===== config.mk =====
export PLATFORM = sky130hd
export DESIGN_NAME = asram_ctrl
export DESIGN_NICKNAME = d
export VERILOG_FILES = /design/src/rtl/asram_pkg.sv /design/src/rtl/asram_cnt.sv /design/src/rtl/asram_turn.sv /design/src/rtl/asram_ctrl.sv
export SDC_FILE = /design/constraint.sdc
export NUM_CORES = 1
export LEC_CHECK = 0
export ABC_CLOCK_PERIOD_IN_PS = 1850
export BUFFER_PORTS_ARGS = -buffer_cell sky130_fd_sc_hd__buf_2
export CORE_UTILIZATION = 43
export DETAILED_ROUTE_END_ITERATION = 16
export PLACE_DENSITY = 0.84
export SYNTH_ARGS = -nofsm -noshare
export SYNTH_HDL_FRONTEND = slang
export SYNTH_SLANG_ARGS = --single-unit

===== constraint.sdc =====
create_clock -name clk_i -period 1.85 [get_ports clk_i]
set_input_delay 0.555 -clock clk_i [delete_from_list [all_inputs] [get_ports clk_i]]
set_output_delay 0.555 -clock clk_i [all_outputs]
set_load 0.02 [all_outputs]

===== src/rtl/asram_pkg.sv =====
package asram_pkg;
  localparam int unsigned LANES = 2;

  typedef enum logic [2:0] {
    ST_IDLE,
    ST_TURN,
    ST_WPUL,
    ST_WREC,
    ST_RACC
  } state_e;

  typedef struct packed {
    logic             cs_n;
    logic             we_n;
    logic             oe_n;
    logic [LANES-1:0] bs_n;
    logic             dq_oe;
  } pins_t;

  function automatic int unsigned max2(int unsigned a, int unsigned b);
    return (a > b) ? a : b;
  endfunction

  function automatic pins_t pins_for(state_e st, logic [LANES-1:0] be);
    pins_t p;
    p = '{cs_n: 1'b1, we_n: 1'b1, oe_n: 1'b1, bs_n: '1, dq_oe: 1'b0};
    case (st)
      ST_WPUL: begin
        p.cs_n  = 1'b0;
        p.we_n  = 1'b0;
        p.bs_n  = ~be;
        p.dq_oe = 1'b1;
      end
      ST_WREC: p.dq_oe = 1'b1;  // data hold past strobe release
      ST_RACC: begin
        p.cs_n = 1'b0;
        p.oe_n = 1'b0;
        p.bs_n = ~be;
      end
      default: ;
    endcase
    return p;
  endfunction
endpackage


===== src/rtl/asram_cnt.sv =====
module asram_cnt #(
  parameter int unsigned W = 4
) (
  input  logic         clk_i,
  input  logic         rst_ni,
  input  logic         load_i,
  input  logic [W-1:0] val_i,
  output logic         zero_o
);
  logic [W-1:0] cnt_q;

  always_ff @(posedge clk_i or negedge rst_ni) begin
    if (!rst_ni)          cnt_q <= '0;
    else if (load_i)      cnt_q <= val_i;
    else if (cnt_q != '0) cnt_q <= cnt_q - 1'b1;
  end

  assign zero_o = (cnt_q == '0);
endmodule


===== src/rtl/asram_turn.sv =====
module asram_turn #(
  parameter int unsigned TURN_CYC = 4
) (
  input  logic clk_i,
  input  logic rst_ni,
  input  logic oe_n_i,
  output logic quiet_o
);
  localparam int unsigned CW = $clog2(TURN_CYC + 1);
  localparam logic [CW-1:0] SAT = CW'(TURN_CYC);
  localparam logic [CW-1:0] LIM = CW'(TURN_CYC - 1);

  logic [CW-1:0] hi_q;  // completed oe-high cycles, saturating

  always_ff @(posedge clk_i or negedge rst_ni) begin
    if (!rst_ni)       hi_q <= SAT;
    else if (!oe_n_i)  hi_q <= '0;
    else if (hi_q < SAT) hi_q <= hi_q + 1'b1;
  end

  // current high cycle counts toward the gap
  assign quiet_o = oe_n_i && (hi_q >= LIM);
endmodule


===== src/rtl/asram_ctrl.sv =====
module asram_ctrl
  import asram_pkg::*;
#(
  parameter int unsigned ADDR_W       = 18,
  parameter int unsigned WE_PULSE_CYC = 9,
  parameter int unsigned WR_CYCLE_CYC = 11,
  parameter int unsigned RD_ACC_CYC   = 12,
  parameter int unsigned TURN_CYC     = 4
) (
  input  logic                clk_i,
  input  logic                rst_ni,
  input  logic                req_valid_i,
  input  logic                req_write_i,
  input  logic [ADDR_W-1:0]   req_addr_i,
  input  logic [8*LANES-1:0]  req_wdata_i,
  input  logic [LANES-1:0]    req_be_i,
  output logic                req_ready_o,
  output logic                rsp_valid_o,
  output logic [8*LANES-1:0]  rsp_rdata_o,
  output logic                mem_cs_no,
  output logic                mem_we_no,
  output logic                mem_oe_no,
  output logic                mem_ub_no,
  output logic                mem_lb_no,
  output logic [ADDR_W-1:0]   mem_addr_o,
  output logic [8*LANES-1:0]  mem_dq_o,
  output logic                mem_dq_oe_o,
  input  logic [8*LANES-1:0]  mem_dq_i
);
  localparam int unsigned DATA_W   = 8 * LANES;
  localparam int unsigned WREC_CYC = (WR_CYCLE_CYC > WE_PULSE_CYC + 1) ?
                                     (WR_CYCLE_CYC - WE_PULSE_CYC) : 1;
  localparam int unsigned CNT_MAX  = max2(max2(WE_PULSE_CYC, WREC_CYC), RD_ACC_CYC);
  localparam int unsigned CNT_W    = $clog2(CNT_MAX + 1);

  state_e              state_q, state_d;
  pins_t               pins_q, pins_d;
  logic [ADDR_W-1:0]   addr_q;
  logic [DATA_W-1:0]   wdata_q, rdata_q;
  logic [LANES-1:0]    be_q, be_d;
  logic                rvalid_q;
  logic                accept, load;
  logic [CNT_W-1:0]    load_val;
  logic                cnt_zero, quiet;

  asram_cnt #(.W(CNT_W)) u_cnt (
    .clk_i  (clk_i),
    .rst_ni (rst_ni),
    .load_i (load),
    .val_i  (load_val),
    .zero_o (cnt_zero)
  );

  asram_turn #(.TURN_CYC(TURN_CYC)) u_turn (
    .clk_i   (clk_i),
    .rst_ni  (rst_ni),
    .oe_n_i  (pins_q.oe_n),
    .quiet_o (quiet)
  );

  assign req_ready_o = (state_q == ST_IDLE);
  assign accept      = req_ready_o && req_valid_i && (req_be_i != '0);
  assign be_d        = accept ? req_be_i : be_q;

  always_comb begin
    state_d  = state_q;
    load     = 1'b0;
    load_val = '0;
    case (state_q)
      ST_IDLE: if (accept) begin
        if (!req_write_i) begin
          state_d  = ST_RACC;
          load     = 1'b1;
          load_val = CNT_W'(RD_ACC_CYC - 1);
        end else if (quiet) begin
          state_d  = ST_WPUL;
          load     = 1'b1;
          load_val = CNT_W'(WE_PULSE_CYC - 1);
        end else begin
          state_d  = ST_TURN;
        end
      end
      ST_TURN: if (quiet) begin
        state_d  = ST_WPUL;
        load     = 1'b1;
        load_val = CNT_W'(WE_PULSE_CYC - 1);
      end
      ST_WPUL: if (cnt_zero) begin
        state_d  = ST_WREC;
        load     = 1'b1;
        load_val = CNT_W'(WREC_CYC - 1);
      end
      ST_WREC: if (cnt_zero) state_d = ST_IDLE;
      ST_RACC: if (cnt_zero) state_d = ST_IDLE;
      default: state_d = ST_IDLE;
    endcase
    pins_d = pins_for(state_d, be_d);
  end

  always_ff @(posedge clk_i or negedge rst_ni) begin
    if (!rst_ni) begin
      state_q  <= ST_IDLE;
      pins_q   <= pins_for(ST_IDLE, '0);
      addr_q   <= '0;
      wdata_q  <= '0;
      be_q     <= '0;
      rdata_q  <= '0;
      rvalid_q <= 1'b0;
    end else begin
      state_q  <= state_d;
      pins_q   <= pins_d;
      rvalid_q <= 1'b0;
      if (accept) begin
        addr_q  <= req_addr_i;
        wdata_q <= req_wdata_i;
        be_q    <= req_be_i;
      end
      if (state_q == ST_RACC && cnt_zero) begin
        rdata_q  <= mem_dq_i;
        rvalid_q <= 1'b1;
      end
    end
  end

  assign rsp_valid_o = rvalid_q;
  assign rsp_rdata_o = rdata_q;
  assign mem_cs_no   = pins_q.cs_n;
  assign mem_we_no   = pins_q.we_n;
  assign mem_oe_no   = pins_q.oe_n;
  assign mem_lb_no   = pins_q.bs_n[0];
  assign mem_ub_no   = pins_q.bs_n[1];
  assign mem_dq_oe_o = pins_q.dq_oe;
  assign mem_addr_o  = addr_q;
  assign mem_dq_o    = wdata_q;
endmodule


---- Word level (Yosys, flattened, before mapping) ----
Cells that the tools add are included.
word-level totals
  bits in registers ....................... 69
  output and inout port bits .............. 58
  logic and storage cells ................. 66
cells by class
  muxes and demuxes ....................... 28
  order comparisons ....................... 2
  reductions and logical operators ........ 12
  eq/ne operators ......................... 8
  add/subtract/negate cells ............... 2
  bitwise logic cells ..................... 1
operator list
  operator                                             count
  two-way mux 3 bit                                    7
  two-way mux 4 bit                                    5
  equality test 3 x 2 -> 1 bit, second input constant  4
  case mux 3 bit (4 select lines)                      1
  case mux 4 bit (3 select lines)                      1
  two-way mux 1 bit                                    10
  equality test 3 bit, second input constant           2
  two-way mux 2 bit                                    3
  OR reduction 2 bit                                   3
  logical AND 1 bit                                    4
  zero test 4 bit                                      1
  nonzero test 2 bit                                   2
  nonzero test 4 bit                                   1
  subtractor 4 x 1 -> 4 bit, second input constant     1
  adder 3 x 1 -> 3 bit, second input constant          1
  equality test 3 x 1 -> 1 bit, second input constant  1
  >= comparator 3 x 2 -> 1 bit, second input constant  1
  zero test 3 bit                                      1
  less-than comparator 3 bit, second input constant    1
  case mux 1 bit (3 select lines)                      1
  != test 2 x 1 -> 1 bit, second input constant        1
  inverter 2 bit                                       1

---- Longest topological paths before layout ----
Gate-level depths: netlist of run 1.
  depth after elaboration ................. 9
  gate-level depth with buffers ........... 6
  depth with buffers taken out ............ 6

---- By module ----
Synthesis of run 1 repeated with hierarchy kept, for this count alone.
second synthesis, totals
  cells, all modules ...................... 194
  area total of the unflattened synthesis .. 3029.2 um2
by module, submodules not included
  module      area each (um2)  seq. area each (um2)  times used  cells an instance
  asram_ctrl  2637.5           1557.7                1           159
  asram_cnt   234.0            100.1                 1           22
  asram_turn  157.7            76.3                  1           13

---- Least setup slack after synthesis of run 1 ----
No wires, ideal clock.
  kind .................................... register to register
  from .................................... register state_q[2]
  to ...................................... register addr_q[0] (netlist: mem_addr_o[0])
  library setup time ...................... 0.127 ns
  arrival ................................. 1.715 ns
  buffers on the path ..................... 2
  period minus slack after synthesis ...... 1.843 ns
  slack ................................... 0.007 ns
  data required time ...................... 1.723 ns
  stages on the path, launching flop included .. 6
  cells stage by stage .................... dfrtp_1 buf_6 or4b_4 nor2_8 buf_6 mux2_1
on the way
  word-level cells in the longest chain between the ends .. 3
RTL lines
  what                            RTL line           source
  start, declared                 asram_ctrl.sv:36   state_e state_q, state_d;
  start signal, assigned          asram_ctrl.sv:110  state_q <= state_d;
  zero test 3 bit                 asram_ctrl.sv:61   assign req_ready_o = (state_q == ST_IDLE);
  logical AND 1 bit (2 in a row)  asram_ctrl.sv:62   assign accept = req_ready_o && req_valid_i && (req_be_i != '0);
  end signal, assigned            asram_ctrl.sv:114  addr_q <= req_addr_i;
  end, declared                   asram_ctrl.sv:38   logic [ADDR_W-1:0] addr_q;
Every way passes these cells.
A chain may end at the register's enable or synchronous reset.

---- Worst setup path in the final report of run 1 ----
  from .................................... register state_q[0]
  to ...................................... register u_cnt.cnt_q[0]
on the way
  word-level cells in the longest chain between the ends .. 6
  elaborated cells between the ends (all ways) .. 11
RTL lines
  what                                                                                       RTL line                            source
  zero test 3 bit                                                                            asram_ctrl.sv:61, asram_ctrl.sv:69
  logical AND 1 bit (2 in a row)                                                             asram_ctrl.sv:62
  two-way mux 4 bit / two-way mux 1 bit (equally long branches)                              asram_ctrl.sv:70                    ST_IDLE: if (accept) begin
  case mux 4 bit (3 select lines) / case mux 1 bit (3 select lines) (equally long branches)  asram_ctrl.sv:69                    case (state_q)
  two-way mux 4 bit / nonzero test 2 bit (equally long branches)                             n/a
  end signal, assigned                                                                       asram_cnt.sv:14                     else if (load_i) cnt_q <= val_i;
  end signal, assigned                                                                       asram_cnt.sv:15                     else if (cnt_q != '0) cnt_q <= cnt_q - 1'b1;
  end, declared                                                                              asram_cnt.sv:10                     logic [W-1:0] cnt_q;
Parallel ways exist; a longest one is shown, timed or not.

==> impl_metrics.ini, run 1 <==
[clocking]
clk_latency_ps = 320
numClockSinks = 69
cts_buffers = 9
cts_tree = yes
cts_hold_buf = 0
cts-root-buf = clkbuf_8
cts_max_path_buffers = 2
clk_pin_slew_ps = 70
htreeDepth = 3

[timing]
setup_viol = 0
fin_crit_ps = 1800
finClkSkew_ps = 7.91
slew-limit-headroom = 0.726
fmax_mhz = 556
timing.final.crit_share = 0.972
drv_slew = 0
worst_pin_slew_ps = 410
hold_viol = 0
setup_tns_ps = 0

[logic_synthesis]
synth-compound-area-share = 0.0504
postSynthCellCount = 189
synthesis.area_per_instance_um2 = 15.0
synth_edf_count = 0
syn-num-nets = 249
synthAdderAreaFrac = 0.0177
synth_xor_area_frac = 0.0124
synth.top_cells.by_area = dfrtp_1 56%, mux2_1 14%, mux2_2 6.4%, dfstp_2 5.6%, ha_1 1.8%
netlist_area_um2 = 2830
ys.flop_type = dfrtp_1
yosysSeqAreaShare = 0.613
yosysTopAreaCell = dfrtp_1
async_reset_ff_frac = 1.00
synth_warnings = 0
synth_top_family_by_area = multiplexers
ys_types = 42
synth_top_area_frac = 0.558
synth_mux_area_frac = 0.206
yosys_register_bits = 69
synth-simple-area-share = 0.0704

[setup_path]
crit_fanout = 4
criticalPathCategory = flop to flop
end_kind = flop
cp-start-kind = flop
arrival_ps = 2010
required_ps = 2060
rrSetupSlack_ps = 50

[drt]
drc = 0
wire_per_inst_um = 14.2
drt_iter0_markers = 49
vias = 2004
post_drt_via_cell_ratio = 4.99
firstDrtPassIters = 6
postRouteAntennaNets = 0
drt-total-wl_um = 5700

[layout]
antenna_cells = 0
drive_gt1_frac = 0.526
fin_util = 0.589
layout.cells.non_filler = 402
nets = 380
area_growth_pct = 32.3

[power_and_ir_drop]
p_leak_nw = 1.87
power_switching_mw = 2.48
power_frac_comb = 0.434
finalPower_mw = 6.40
pwr-share-clk = 0.158
intPower_mw = 3.93
power_density_nw_per_um2 = 1710
p_seq_frac = 0.408
ir_drop_mv = 1.04
p_sw_frac = 0.387

[global_route]
grt_overflow = 0
gr-usage-met3 = 0.0497
antenna_found_initial = 0
track_usage = 0.174
grt_pass1_vias = 2103
grt_pass1_wl_um = 9510
met1_usage = 0.202
busiest_layer = met2
grt_max_degree = 70
met2_usage = 0.309

[placed_design]
io_buffers = 113
dp.cells = 384
place_hpwl_um = 4020
place_congestion = 0.817

[floorplanning]
floorplan.die_area_um2 = 6900
start_util = 0.445
die_h_um = 83.1
num_rows = 29
num_io_pins = 114
die_width_um = 83.1
core-area_um2 = 6350

[min_path]
hold_class = primary input to asynchronous set/reset pin

[flow_run]
max_cap_violations = 0

[run_status]
status = complete, no violations
cell families after synthesis:
group / Yosys count
buffers and inverters: 13
adder cells (fa/ha/maj): 4
flip-flops: 69
multiplexers: 52
AO/OA/AOI/OAI: 17
AND/OR/NAND/NOR: 30
XOR/XNOR: 4
cell usage after synthesis, types with 3 or more instances:
master,number
ha_1,4
nand2_1,7
mux2_1,34
inv_1,6
nor2_1,3
and2_1,3
dfstp_2,6
mux2_2,16
xnor2_1,3
buf_6,4
dfrtp_1,63
worst max-delay path, stage by stage (launching register included):
cell and delay, ps:
dfrtp_1 390, or4b_4 590, buf_4 180, nor2_4 110
o221ai_2 130, a221o_1 300
registers in the layout, indices dropped and copies added (netlist names):
name,cells
mem_oe_no,1
rsp_valid_o,1
mem_ub_no,1
mem_we_no,1
u_turn.hi_q,3
mem_dq_o,16
state_q,3
mem_cs_no,1
u_cnt.cnt_q,4
mem_lb_no,1
mem_addr_o,18
rsp_rdata_o,16
mem_dq_oe_o,1
be_q,2
worst paths after layout:
kind / end / start / cells after the start
worst max register to register: u_cnt.cnt_q[0]$_DFFE_PN0P_ / state_q[0]$_DFF_PN0_ / 5
max in group asynchronous: mem_lb_no$_DFF_PN1_ / rst_ni / 2
min in group clk_i: mem_addr_o[7]$_DFFE_PN0N_ / req_addr_i[7] / 2
worst min-delay path: state_q[0]$_DFF_PN0_ / rst_ni / 2
worst max-delay path: u_cnt.cnt_q[0]$_DFFE_PN0P_ / state_q[0]$_DFF_PN0_ / 5
worst min register to register: mem_dq_o[11]$_DFFE_PN0N_ / mem_dq_o[11]$_DFFE_PN0N_ / 1
timing repair:
action / in CTS / in global routing
resized for setup: 0 / 2
buffers inserted: 0 / 1
setup endpoints to repair: 0 / 16
cells in the final DEF, fill, tap and decap left out, types with 3 or more instances in the layout:
cell type  instances
mux2_2            16
clkbuf_8           9
inv_1              6
dfrtp_1           63
buf_4             11
nor2_1             3
dfstp_2            6
clkinv_2           4
nand2_1            7
ha_1               4
buf_2            113
xnor2_1            3
mux2_1            34
area by class of cell:
cell class / instances / area, µm²
clock buffer: 11 / 131
sequential: 69 / 1730
fill: 496 / 2610
timing repair buffer: 127 / 713
multi-input combinational: 107 / 1010
clock inverter: 5 / 27.5
tap: 77 / 96.3
inverter: 6 / 22.5
power groups by stage:
stage | logic, mW | clock network, mW | registers, mW
6_report | 2.78 | 1.01 | 2.61
5_1_grt | 2.99 | 1.13 | 2.71
4_1_cts | 2.79 | 1.06 | 2.62
3_5_place_dp | 2.79 | 0 | 2.64
3_3_place_gp | 2.70 | 0 | 2.60
2_1_floorplan | 1.02 | 0 | 3.40
per-layer routing:
layer / share of wire / wire length, µm
met2: 0.52 / 2950
met1: 0.41 / 2330
met4: 0.0054 / 31
met3: 0.067 / 381
met5: 0 / 0
per-stage QoR:
step	setup WS [ps]	hold slack, ps	cell area [µm²]
finish	52.4	215	3740
global route	-0.648	246	3740
CTS	9.24	239	3700
detailed placement	-155	470	3540
global placement	-122	461	3540
floorplan	7.42	259	2830
Power figures use the tool's default switching activity.
==> run 2, diff against run 1 <==
==> constraint.sdc (replaced) <==
create_clock -name clk_i -period 1.85 [get_ports clk_i]
set_input_delay 0.2775 -clock clk_i [delete_from_list [all_inputs] [get_ports clk_i]]
set_output_delay 0.2775 -clock clk_i [all_outputs]
set_load 0.02 [all_outputs]
==> run 2 against run 1 <==
Against the previous run: register-to-register slack about the same; critical path depth down 1; fmax rose by 0.18%; core utilization rose by 1.2 points; flip-flop and latch count did not move; via count fell by 2.1%; final cell count unchanged; die area unchanged; non-clock buffer count unchanged.
==> impl_metrics.ini, run 2 (same netlist as run 1, synthesis figures left out) <==
[run_status]
status = complete, no violations

[layout]
fill_cells = 509
regArea_um2 = 1730
antenna_cells = 0
layout.cells.non_filler = 402
drive_gt1_frac = 0.523
largest_reg_flops = 18
multi_input_area_um2 = 1010
area_growth_pct = 34.9
nets = 380
mostFrequentLayoutCell = buf_2
final_cell_mix = 113 x buf_2, 63 x dfrtp_1, 34 x mux2_1

[drt]
drt-total-wl_um = 5420
wl_met1_um = 2250
wl_met2_um = 2780
drt_iter0_markers = 46
wire_per_inst_um = 13.5
met3_length_um = 376
top_layer_used = met4
firstDrtPassIters = 4
drc = 0
vias = 1961
postRouteAntennaNets = 0
post_drt_via_cell_ratio = 4.88

[setup_path]
end_kind = flop
rrSetupSlack_ps = 60
setup.worst_path.end = mem_addr_o[2]$_DFFE_PN0N_
r2r_start = state_q[2]$_DFF_PN0_
crit_fanout = 21
cp-start-kind = flop
arrival_ps = 2000
ff2ff_path_depth = 4
crit_path_start = state_q[2]$_DFF_PN0_
r2r_end = mem_addr_o[2]$_DFFE_PN0N_
required_ps = 2050
criticalPathCategory = flop to flop

[clocking]
cts-root-buf = clkbuf_8
cts_max_path_buffers = 2
numClockSinks = 69
cts_buffers = 9
clk_latency_ps = 330
htreeDepth = 3
cts_tree = yes
clk_pin_slew_ps = 80

[power_and_ir_drop]
p_leak_nw = 1.90
finalPower_mw = 6.83
ir_drop_mv = 0.987
power_density_nw_per_um2 = 1790

[floorplanning]
start_util = 0.445
floorplan.die_area_um2 = 6900
core-area_um2 = 6350
die_width_um = 83.1
num_io_pins = 114
num_rows = 29
die_h_um = 83.1

[global_route]
grt_overflow = 0
antenna_found_initial = 0
grt_pass1_vias = 2035
grt_max_degree = 34
track_usage = 0.170
grt_pass1_wl_um = 9320

[timing]
slew-limit-headroom = 0.703
worst_pin_slew_ps = 445
setup_tns_ps = 0
fin_ws_ps = 55.8
timing.final.crit_share = 0.970
hold_viol = 0
rsz0062_at_grt = no
fin_crit_ps = 1790
setup_viol = 0
fmax_mhz = 557
drv_slew = 0
finClkSkew_ps = 9.02

[flow_run]
max_cap_violations = 0

[min_path]
holdPathStages = 2
hold_class = primary input to flop

[placed_design]
place_congestion = 0.804
io_buffers = 113
place_hpwl_um = 4160
dp.cells = 384
post-place-ws_ps = 35.7
==> run 2: cell types whose count changed in the layout (fill, tap and decap cells not counted) <==
cell and delta:
and2_1 +1, and2_4 -1, buf_12 +1, buf_4 -1
bufinv_16 +3, clkbuf_1 -1, clkbuf_16 -1, clkinv_2 -3
clkinv_4 +1, dlygate4sd3_1 +1
==> run 2: worst min-delay path by stage <==
stage | start | end | slack (ps)
detailed placement | rst_ni | rsp_rdata_o[0]$_DFFE_PN0P_ | 250
finish | req_addr_i[10] | mem_addr_o[10]$_DFFE_PN0N_ | 160
floorplan | rst_ni | be_q[0]$_DFF_PN0_ | -20
global route | req_addr_i[14] | mem_addr_o[14]$_DFFE_PN0N_ | 140
global placement | rst_ni | rsp_rdata_o[6]$_DFFE_PN0P_ | 250
CTS | req_addr_i[14] | mem_addr_o[14]$_DFFE_PN0N_ | 140
==> run 2: area by class of cell <==
class / instances / area share
Timing Repair Buffer: 127 / 0.186
Sequential cell: 69 / 0.455
Tap cell: 77 / 0.0253
Clock buffer: 10 / 0.0335
Clock inverter: 6 / 0.0292
Multi-Input combinational cell: 107 / 0.265
Inverter: 6 / 0.00590
==> run 2: power by group <==
group          switching [mW]  internal (mW)  total (mW)  leakage, nW
clock                   0.547          0.896        1.44        0.116
sequential              0.342           2.27        2.61        0.805
combinational            1.59           1.18        2.77        0.974
total                    2.48           4.35        6.83         1.90
==> run 2: per-layer routing <==
layer	global-route usage	up-vias
met3	0.0636	2
li1	-	927
met1	0.207	952
met5	0	-
met4	0.0470	0
met2	0.285	80
==> run 2: worst max-delay path, cell delays in order (launching register included) <==
cell	delay [ps]
dfrtp_1	390
or4b_4	610
nor2_8	160
buf_12	170
mux2_1	340
==> run 2: what timing repair did <==
| action | CTS | global route |
|---|---|---|
| buffers inserted | 0 | 1 |
| endpoints found under the setup margin | 0 | 5 |
| hold buffers | 1 | 0 |
| resized for setup | 0 | 1 |
| hold endpoints to repair | 17 | 0 |
==> run 2: stage by stage <==
stage | utilization | cell area (µm²) | hold WS, ps
after floorplan | - | 2830 | -18.1
after global placement | 0.560 | 3560 | 252
after detailed placement | 0.560 | 3560 | 251
after CTS | 0.599 | 3800 | 141
after global routing | 0.601 | 3810 | 138
final | 0.601 | 3810 | 159
